<file path="config.mk">
export PLATFORM = sky130hd
export DESIGN_NAME = dram_page_ctrl
export DESIGN_NICKNAME = d
export VERILOG_FILES = /design/src/rtl/dram_pkg.sv /design/src/rtl/dram_ref_sched.sv /design/src/rtl/dram_seq_fsm.sv /design/src/rtl/dram_pin_mux.sv /design/src/rtl/dram_page_ctrl.sv
export SDC_FILE = /design/constraint.sdc
export NUM_CORES = 1
export LEC_CHECK = 0
export BUFFER_PORTS_ARGS = -buffer_cell sky130_fd_sc_hd__buf_2
export CELL_PAD_IN_SITES_DETAIL_PLACEMENT = 1
export CELL_PAD_IN_SITES_GLOBAL_PLACEMENT = 1
export CORE_AREA = 5 5 98 100
export DETAILED_ROUTE_END_ITERATION = 6
export DIE_AREA = 0 0 103 105
export HOLD_SLACK_MARGIN = 0.12
export PLACE_DENSITY = 0.83
export SLEW_MARGIN = 20
export SYNTH_ARGS = -nofsm -noshare
export SYNTH_HDL_FRONTEND = slang
export SYNTH_HIERARCHICAL = 1
export SYNTH_SLANG_ARGS = --single-unit
</file>
<file path="constraint.sdc">
create_clock -name clk -period 3.7 [get_ports clk]
set_clock_uncertainty 0.2 [all_clocks]
set_input_delay 0.74 -clock clk [delete_from_list [all_inputs] [get_ports clk]]
set_output_delay 0.74 -clock clk [all_outputs]
set_load 0.01 [all_outputs]
</file>
<file path="src/rtl/dram_pkg.sv">
package dram_pkg;
  typedef enum logic [2:0] {
    ST_IDLE, ST_PRE, ST_ACT, ST_COL, ST_DONE, ST_OPEN, ST_REF, ST_RPRE
  } dstate_t;

  typedef enum logic [1:0] {
    AMUX_ROW, AMUX_COL, AMUX_REF
  } amux_t;
endpackage

</file>
<file path="src/rtl/dram_ref_sched.sv">
module dram_ref_sched #(
  parameter int ROW_W    = 12,
  parameter int INTERVAL = 1953
) (
  input  logic             clk,
  input  logic             rst_n,
  input  logic             ack,
  output logic             pend,
  output logic [ROW_W-1:0] row
);
  localparam int CW = $clog2(INTERVAL + 1);

  logic [CW-1:0]    cnt_q, cnt_d;
  logic             pend_d, tick;
  logic [ROW_W-1:0] row_d;

  always_comb begin
    tick   = (cnt_q == CW'(INTERVAL - 1));
    cnt_d  = tick ? '0 : cnt_q + 1'b1;
    pend_d = tick | (pend & ~ack);
    row_d  = ack ? row + 1'b1 : row;
  end

  always_ff @(posedge clk or negedge rst_n) begin
    if (!rst_n) begin
      cnt_q <= '0;
      pend  <= 1'b0;
      row   <= '0;
    end else begin
      cnt_q <= cnt_d;
      pend  <= pend_d;
      if (ack) row <= row_d;
    end
  end
endmodule

</file>
<file path="src/rtl/dram_seq_fsm.sv">
module dram_seq_fsm
  import dram_pkg::*;
#(
  parameter int T_RP  = 2,
  parameter int T_RCD = 2,
  parameter int T_CAS = 2,
  parameter int T_REF = 4
) (
  input  logic  clk,
  input  logic  rst_n,
  input  logic  req,
  input  logic  row_hit,
  input  logic  ref_pend,
  input  logic  lat_we,
  output logic  ld_req,
  output logic  cap_rd,
  output logic  ref_ack,
  output logic  done,
  output logic  ras_n,
  output logic  cas_n,
  output logic  we_n,
  output logic  wr_drive,
  output amux_t amux
);
  localparam int M1   = (T_RP > T_RCD) ? T_RP : T_RCD;
  localparam int M2   = (T_CAS > T_REF) ? T_CAS : T_REF;
  localparam int MAXT = (M1 > M2) ? M1 : M2;
  localparam int TW   = $clog2(MAXT + 1);

  dstate_t       st_q, st_d;
  logic [TW-1:0] tm_q, tm_d, tval;
  logic          to_ref_q, to_ref_d;
  logic          tm_zero;

  assign tm_zero = (tm_q == '0);

  always_comb begin
    st_d     = st_q;
    to_ref_d = to_ref_q;
    tval     = '0;
    ld_req   = 1'b0;
    cap_rd   = 1'b0;
    ref_ack  = 1'b0;
    unique case (st_q)
      ST_IDLE: begin
        if (ref_pend) begin
          st_d = ST_REF;
          tval = TW'(T_REF - 1);
        end else if (req) begin
          ld_req = 1'b1;
          st_d   = ST_ACT;
          tval   = TW'(T_RCD - 1);
        end
      end
      ST_OPEN: begin
        if (ref_pend) begin
          st_d     = ST_PRE;
          to_ref_d = 1'b1;
          tval     = TW'(T_RP - 1);
        end else if (req) begin
          ld_req = 1'b1;
          if (row_hit) begin
            st_d = ST_COL;
            tval = TW'(T_CAS - 1);
          end else begin
            st_d     = ST_PRE;
            to_ref_d = 1'b0;
            tval     = TW'(T_RP - 1);
          end
        end
      end
      ST_PRE: begin
        if (tm_zero) begin
          if (to_ref_q) begin
            st_d = ST_REF;
            tval = TW'(T_REF - 1);
          end else begin
            st_d = ST_ACT;
            tval = TW'(T_RCD - 1);
          end
        end
      end
      ST_ACT: begin
        if (tm_zero) begin
          st_d = ST_COL;
          tval = TW'(T_CAS - 1);
        end
      end
      ST_COL: begin
        if (tm_zero) begin
          cap_rd = 1'b1;
          st_d   = ST_DONE;
        end
      end
      ST_DONE: st_d = ST_OPEN;
      ST_REF: begin
        if (tm_zero) begin
          ref_ack = 1'b1;
          st_d    = ST_RPRE;
          tval    = TW'(T_RP - 1);
        end
      end
      ST_RPRE: if (tm_zero) st_d = ST_IDLE;
      default: st_d = ST_IDLE;
    endcase
    if (st_d != st_q) tm_d = tval;
    else              tm_d = tm_zero ? '0 : tm_q - 1'b1;
  end

  always_ff @(posedge clk or negedge rst_n) begin
    if (!rst_n) begin
      st_q     <= ST_IDLE;
      tm_q     <= '0;
      to_ref_q <= 1'b0;
    end else begin
      st_q     <= st_d;
      tm_q     <= tm_d;
      to_ref_q <= to_ref_d;
    end
  end

  always_comb begin
    ras_n    = !(st_q inside {ST_ACT, ST_COL, ST_DONE, ST_OPEN, ST_REF});
    cas_n    = (st_q != ST_COL);
    wr_drive = (st_q == ST_COL) && lat_we;
    we_n     = !wr_drive;
    done     = (st_q == ST_DONE);
    case (st_q)
      ST_REF:  amux = AMUX_REF;
      ST_COL:  amux = AMUX_COL;
      default: amux = AMUX_ROW;
    endcase
  end
endmodule

</file>
<file path="src/rtl/dram_pin_mux.sv">
module dram_pin_mux
  import dram_pkg::*;
#(
  parameter int ROW_W = 12,
  parameter int COL_W = 9,
  parameter int PIN_W = 12
) (
  input  amux_t            sel,
  input  logic [ROW_W-1:0] acc_row,
  input  logic [COL_W-1:0] acc_col,
  input  logic [ROW_W-1:0] ref_row,
  output logic [PIN_W-1:0] pins
);
  always_comb begin
    case (sel)
      AMUX_COL: pins = PIN_W'(acc_col);
      AMUX_REF: pins = PIN_W'(ref_row);
      default:  pins = PIN_W'(acc_row);
    endcase
  end
endmodule

</file>
<file path="src/rtl/dram_page_ctrl.sv">
module dram_page_ctrl
  import dram_pkg::*;
#(
  parameter int ROW_W          = 12,
  parameter int COL_W          = 9,
  parameter int DATA_W         = 8,
  parameter int T_RP           = 2,
  parameter int T_RCD          = 2,
  parameter int T_CAS          = 2,
  parameter int T_REF          = 4,
  parameter int REF_PERIOD_CYC = 8000000
) (
  input  logic                         clk,
  input  logic                         rst_n,
  input  logic                         req,
  input  logic                         we,
  input  logic [ROW_W+COL_W-1:0]       addr,
  input  logic [DATA_W-1:0]            wdata,
  output logic [DATA_W-1:0]            rdata,
  output logic                         done,
  output logic [((ROW_W>COL_W)?ROW_W:COL_W)-1:0] mem_addr,
  output logic                         ras_n,
  output logic                         cas_n,
  output logic                         we_n,
  output logic                         cs_n,
  output logic [DATA_W-1:0]            mem_dout,
  output logic                         mem_oe,
  input  logic [DATA_W-1:0]            mem_din
);
  localparam int ADDR_W   = ROW_W + COL_W;
  localparam int PIN_W    = (ROW_W > COL_W) ? ROW_W : COL_W;
  localparam int ROWS     = 1 << ROW_W;
  localparam int INTERVAL = REF_PERIOD_CYC / ROWS;

  logic [ROW_W-1:0]  lat_row, ref_row;
  logic [COL_W-1:0]  lat_col;
  logic              lat_we;
  logic [DATA_W-1:0] lat_wdata;
  logic              ld_req, cap_rd, ref_ack, ref_pend, row_hit;
  amux_t             amux;

  assign row_hit = (addr[ADDR_W-1:COL_W] == lat_row);

  always_ff @(posedge clk or negedge rst_n) begin
    if (!rst_n) begin
      lat_row   <= '0;
      lat_col   <= '0;
      lat_we    <= 1'b0;
      lat_wdata <= '0;
    end else if (ld_req) begin
      lat_row   <= addr[ADDR_W-1:COL_W];
      lat_col   <= addr[COL_W-1:0];
      lat_we    <= we;
      lat_wdata <= wdata;
    end
  end

  always_ff @(posedge clk or negedge rst_n) begin
    if (!rst_n)      rdata <= '0;
    else if (cap_rd) rdata <= mem_din;
  end

  dram_ref_sched #(.ROW_W(ROW_W), .INTERVAL(INTERVAL)) u_sched (
    .clk(clk), .rst_n(rst_n), .ack(ref_ack), .pend(ref_pend), .row(ref_row)
  );

  dram_seq_fsm #(.T_RP(T_RP), .T_RCD(T_RCD), .T_CAS(T_CAS), .T_REF(T_REF)) u_fsm (
    .clk(clk), .rst_n(rst_n), .req(req), .row_hit(row_hit), .ref_pend(ref_pend),
    .lat_we(lat_we), .ld_req(ld_req), .cap_rd(cap_rd), .ref_ack(ref_ack),
    .done(done), .ras_n(ras_n), .cas_n(cas_n), .we_n(we_n), .wr_drive(mem_oe),
    .amux(amux)
  );

  dram_pin_mux #(.ROW_W(ROW_W), .COL_W(COL_W), .PIN_W(PIN_W)) u_mux (
    .sel(amux), .acc_row(lat_row), .acc_col(lat_col), .ref_row(ref_row),
    .pins(mem_addr)
  );

  assign cs_n     = ras_n & cas_n;
  assign mem_dout = lat_wdata;
endmodule

</file>
Word level (Yosys, flattened, before mapping)
Cells that the tools add are included.
{ "word_totals": {"in_bits": 41, "out_inout_bits": 34, "ff_bits": 69} }
{ "op_classes": {"addsub": 3, "n_eq_ne": 14, "bitwise": 4, "n_mux": 33, "reduce_logical": 10} }
{ "op_table": {"columns": ["cell", "n"], "rows": [
  ["$mux W3", 14],
  ["$pmux W12 S2", 1],
  ["$pmux W3 S8", 1],
  ["$add A12 B1 Y12 const B", 1],
  ["$eq A12 B12 Y1", 1],
  ["$eq A3 B3 Y1 const B", 4],
  ["$mux W1", 12],
  ["$pmux W3 S4", 1],
  ["$add A11 B1 Y11 const B", 1],
  ["$eq A11 B11 Y1 const B", 1],
  ["$mux W11", 1],
  ["$eq A3 B2 Y1 const B", 2],
  ["$logic_not A3 Y1", 2],
  ["$reduce_bool A5 Y1", 1],
  ["$mux W2", 2],
  ["$pmux W2 S2", 1],
  ["$reduce_or A2 Y1", 2],
  ["$eq A3 B1 Y1 const B", 1],
  ["$ne A3 B2 Y1 const B", 1],
  ["$ne A3 B3 Y1", 1],
  ["$reduce_and A3 Y1", 1],
  ["$sub A3 B1 Y3 const B", 1],
  ["$and A1 B1 Y1", 2],
  ["$eq A2 B1 Y1 const B", 1],
  ["7 further kinds", 8]
]} }

Logic depth before layout (Yosys ltp)
{ "logic_depth": {"depth_word": 7, "depth_mapped": 8, "ltp_nobuf": 7} }

Hierarchy
Netlist, hierarchy kept.
{ "by_module_without_submodules": {"columns": ["mod", "seq_area_each_um2", "area_each_um2", "n_inst", "cells_each"], "rows": [
  ["dram_page_ctrl", 950.9, 1665.3, 1, 97],
  ["dram_ref_sched", 600.6, 1078.5, 1, 97],
  ["dram_seq_fsm", 175.2, 535.5, 1, 64],
  ["dram_pin_mux", 0.0, 257.7, 1, 39]
]} }

Worst setup path after synthesis
No wires, ideal clock.
{ "synth_timing": {"path_kind": "register to output", "start": "reg u_fsm.st_q[0]", "end": "out mem_addr[2] (netlist name)", "t_required_ns": 2.760, "t_arrival_ns": 1.842, "path_stages_with_launch": 8, "path_slack_ns": 0.918, "path_buffers": 2, "cell_sequence": "dfrtp_1 > clkbuf_1 > nand2_1 > inv_1 > inv_1 > ha_1 > buf_6 > o21ai_0"} }
{ "synth_between": {"elab_chain_len": 4, "word_cells_on_any_way": 6, "classes_between": "eq/ne (4); mux (2)"} }
{ "synth_rtl": {"columns": ["element", "line", "text"], "rows": [
  ["start: declaration", "dram_seq_fsm.sv:30", "dstate_t st_q, st_d;"],
  ["start signal: assignment", "dram_seq_fsm.sv:116", "st_q <= st_d;"],
  ["$eq A3 B2 Y1 or $eq A3 B3 Y1 (tied branches)", "dram_seq_fsm.sv:128", "case (st_q)"],
  ["$pmux W2 S2 (*)", "dram_seq_fsm.sv:128", null],
  ["named net amux[0]", "dram_page_ctrl.sv:40", "amux_t amux;"],
  ["$eq A2 B2 Y1 or $eq A2 B1 Y1 (tied branches)", "dram_pin_mux.sv:15", "case (sel)"],
  ["$pmux W12 S2 (*)", "dram_pin_mux.sv:15", null],
  ["end: declaration", "dram_page_ctrl.sv:21", "output logic [((ROW_W>COL_W)?ROW_W:COL_W)-1:0] mem_addr,"]
]} }
The timed path passes the listed nets; every way through them passes the cells marked *.

Worst setup path in the final report
{ "layout_timing": {"start": "reg u_fsm.st_q[2]", "end": "out mem_addr[8] (netlist name)"} }
Same word-level chain as after synthesis.

==> reports/summary.txt <==
Crit Path Class -> flip-flop to output port
Worst Hold Launch -> u_sched/row[11]$_DFFE_PN0P_
Placed cell count -> 470
Ys Warns -> 6
Outcome -> finished clean
Pre-antenna DRT Iters -> 4
Post-Synth XOR/XNOR Area -> 0.0718
Fin crit share -> 0.925
Pwr Density -> 826 mW/mm^2
Clock latency at the later pin of the worst-skew pair -> 360 ps
Initial Util -> 0.412
Endpoints failing setup -> 0
R2R Setup Slk -> 1260 ps
Largest area contributor in the synthesized netlist -> dfrtp_1
I/O pin cnt -> 75
Largest net degree at the start of global routing -> 37
Final Wtd Congestion -> 0.857
Max Slew Vio Count -> 0
Fmax -> 292 MHz
DR WL/cell -> 19.1 um
Post-Synth Simple-Gate Area -> 0.133
Total track usage -> 0.175
DP HPWL -> 6.68 mm
CP Capture Type -> output port
Final global-route overflow total -> 0
Post-Syn Nets -> 343
Clock tree buffer depth -> 2
Die H -> 105 um
Peak supply drop -> 0.261 mV
CP Launch Type -> flip-flop
Mux cell area share after synthesis -> 0.156
Post-route insts no fill -> 486
Antenna cells -> 0
WP data arrival -> 2480 ps
Largest family of logic cells by synthesized area -> multiplexers
Core Region -> 0.00859 mm^2
RR Endpoint -> u_fsm/tm_q[1]$_DFF_PN0_
Seq/Total Area, Yosys -> 0.488
Via/cell ratio -> 5.40
Postcts setup bufs -> 0
Share of post-route cells with drive strength above 1 -> 0.378
Initial antenna violation count -> 0
Detail Route Antenna Nets -> 0
Synth Cell Area -> 0.00354 mm^2
Static Leak -> 1.96 nW
Setup_tns -> 0 ps
Post-synth top cells -> 69 x dfrtp_1, 30 x mux2_4, 23 x nand2_1
CTS Root Cell -> clkbuf_8
Hold path cells -> 1
Most numerous cell in the Yosys netlist -> dfrtp_1
RSZ-0062 raised after global routing -> no
Synth top area share -> 0.488
Critical Path, Cell by Cell -> nor2b_1 -> nand2_1 -> inv_1 -> inv_1 -> ha_2 -> nand2_1 -> o21ai_0 -> buf_2
Cell count after synthesis -> 297
Post-Syn Area per Cell -> 11.9 um^2
Number of flops mapped to enable cells by yosys -> 0
Post-synthesis compound-gate area fraction -> 0.0955
Finished Core Util -> 0.489
Nets -> 419
R2r worst-path depth -> 7
Initial DRC count -> 129
Maxcap violations -> 0
R2r startpoint -> lat_row[0]$_DFFE_PN0P_
Worst-path fanout max -> 22
Final wirelength -> 9.26 mm
Hold WC Path Type -> flip-flop to flip-flop
Ys flop type -> dfrtp_1
Vias -> 2623
Rows -> 34
Async SR Flop Fraction -> 1.00
Hold slack -> 275 ps
H-tree depth -> 3
FF+latch count, synth -> 69
TritonCTS clock tree -> yes
Req. time, crit path -> 2760 ps
TritonCTS buffer count -> 9
CP top delay family -> adder cells
Area Growth Syn to Fin -> 18.8%
Die Area -> 0.0108 mm^2
Drt drc -> 0
Clk slew on worst S/H paths -> 80 ps
Area share of fa/ha/maj cells after synthesis -> 0.0177
Die Width -> 103 um
Final hold vios -> 0
First-pass GRT wire length -> 14.8 mm
Vias in the first global route -> 2893
Largest cells by area after synthesis -> dfrtp_1 49%, mux2_4 13%, xnor2_1 5.4%
Unique masters post-synth -> 50
PortBufs -> 74
Buf+Inv Stages, Crit Path -> 3
Hold Crit Endpoint -> u_sched/row[11]$_DFFE_PN0P_
Max stage delay cell, worst path -> ha_2
Largest stage delay, worst path -> 570 ps
Worst-Margin Slew -> 848 ps
Fin crit period -> 3420 ps
CTS Sinks -> 69
Slew margin rel. -> 0.434
==> how the worst max path moves through the flow <==
| stage | start | end | slack, ps | depth (start not counted) |
|---|---|---|---|---|
| floorplan | u_fsm/st_q[0]$_DFF_PN0_ | mem_addr[2] | 920 | 7 |
| global placement | u_fsm/st_q[1]$_DFF_PN0_ | mem_addr[8] | 570 | 7 |
| detailed placement | u_fsm/st_q[1]$_DFF_PN0_ | mem_addr[11] | 400 | 8 |
| CTS | u_fsm/st_q[1]$_DFF_PN0_ | mem_addr[8] | 150 | 8 |
| global route | u_fsm/st_q[2]$_DFF_PN0_ | mem_addr[4] | 90 | 8 |
| finish | u_fsm/st_q[2]$_DFF_PN0_ | mem_addr[8] | 280 | 8 |
==> cell type report <==
type | instances | area, um^2
Clock inverter | 7 | 83.8
Timing Repair Buffer | 77 | 405
Sequential cell | 69 | 1730
Tap cell | 108 | 135
Inverter | 10 | 37.5
Clock buffer | 9 | 124
Fill cell | 957 | 4390
Multi-Input combinational cell | 206 | 1690
==> state kept, by name (all words and copies together) (netlist names) <==
name,flops
mem_dout,8
rdata,8
u_sched/pend,1
u_sched/cnt_q,11
u_fsm/to_ref_q,1
lat_row,12
u_fsm/tm_q,3
u_fsm/st_q,3
lat_col,9
u_sched/row,12
lat_we,1
==> kinds of logic after synthesis <==
family | count (synthesis)
compound gates | 50
xor+xnor | 29
fa+ha+maj | 5
buf+inv | 22
flops | 69
mux | 39
simple gates | 83
==> worst reg2reg max path: cells and delay by family, from the launching register on <==
family | cells | cell delay [ps]
AO/OA/AOI/OAI | 4 | 860
flip-flops | 1 | 440
XOR/XNOR | 1 | 200
AND/OR/NAND/NOR | 2 | 580
==> what timing repair did <==
action | 4_1_cts | 5_1_grt
pin swaps | 0 | 0
hold buffers | 0 | 0
setup endpoints to repair | 7 | 7
gates resized for setup | 1 | 1
==> report_power, final <==
group | internal (mW) | switching [mW] | leakage [nW] | total (mW)
registers | 1.02 | 0.268 | 0.854 | 1.28
logic | 0.796 | 0.739 | 1.00 | 1.54
clock network | 0.322 | 0.331 | 0.102 | 0.653
total | 2.13 | 1.34 | 1.96 | 3.47
==> metrics by stage <==
stage / area [um^2] / total power [mW] / setup slack (ps)
final: 4200 / 3.47 / 277
after detailed placement: 3990 / 2.82 / 395
after global placement: 3990 / 2.73 / 574
after global routing: 4200 / 3.68 / 89.6
after floorplan: 3540 / 2.34 / 918
after CTS: 4200 / 3.49 / 148
==> layer usage <==
metal | routed length (um) | track usage | vias to the layer above
met5 | 0 | 0 | -
met4 | 174 | 0.0648 | 0
li1 | - | - | 1215
met1 | 3980 | 0.220 | 1327
met3 | 453 | 0.0293 | 14
met2 | 4650 | 0.297 | 67
==> placed cells by master (no fill, tap or decap), types with 4 or more instances in the layout <==
master,n
a21oi_1,7
a22o_1,4
a22oi_1,9
buf_2,74
clkbuf_8,9
dfrtp_1,68
ha_1,4
inv_1,10
mux2_2,9
mux2_4,30
nand2_1,23
nand3_1,6
nand4_1,8
nor2_1,10
nor3_1,6
o21ai_0,14
o31ai_1,4
xnor2_1,22
xor2_1,7
(Power assumes the default switching activity.)
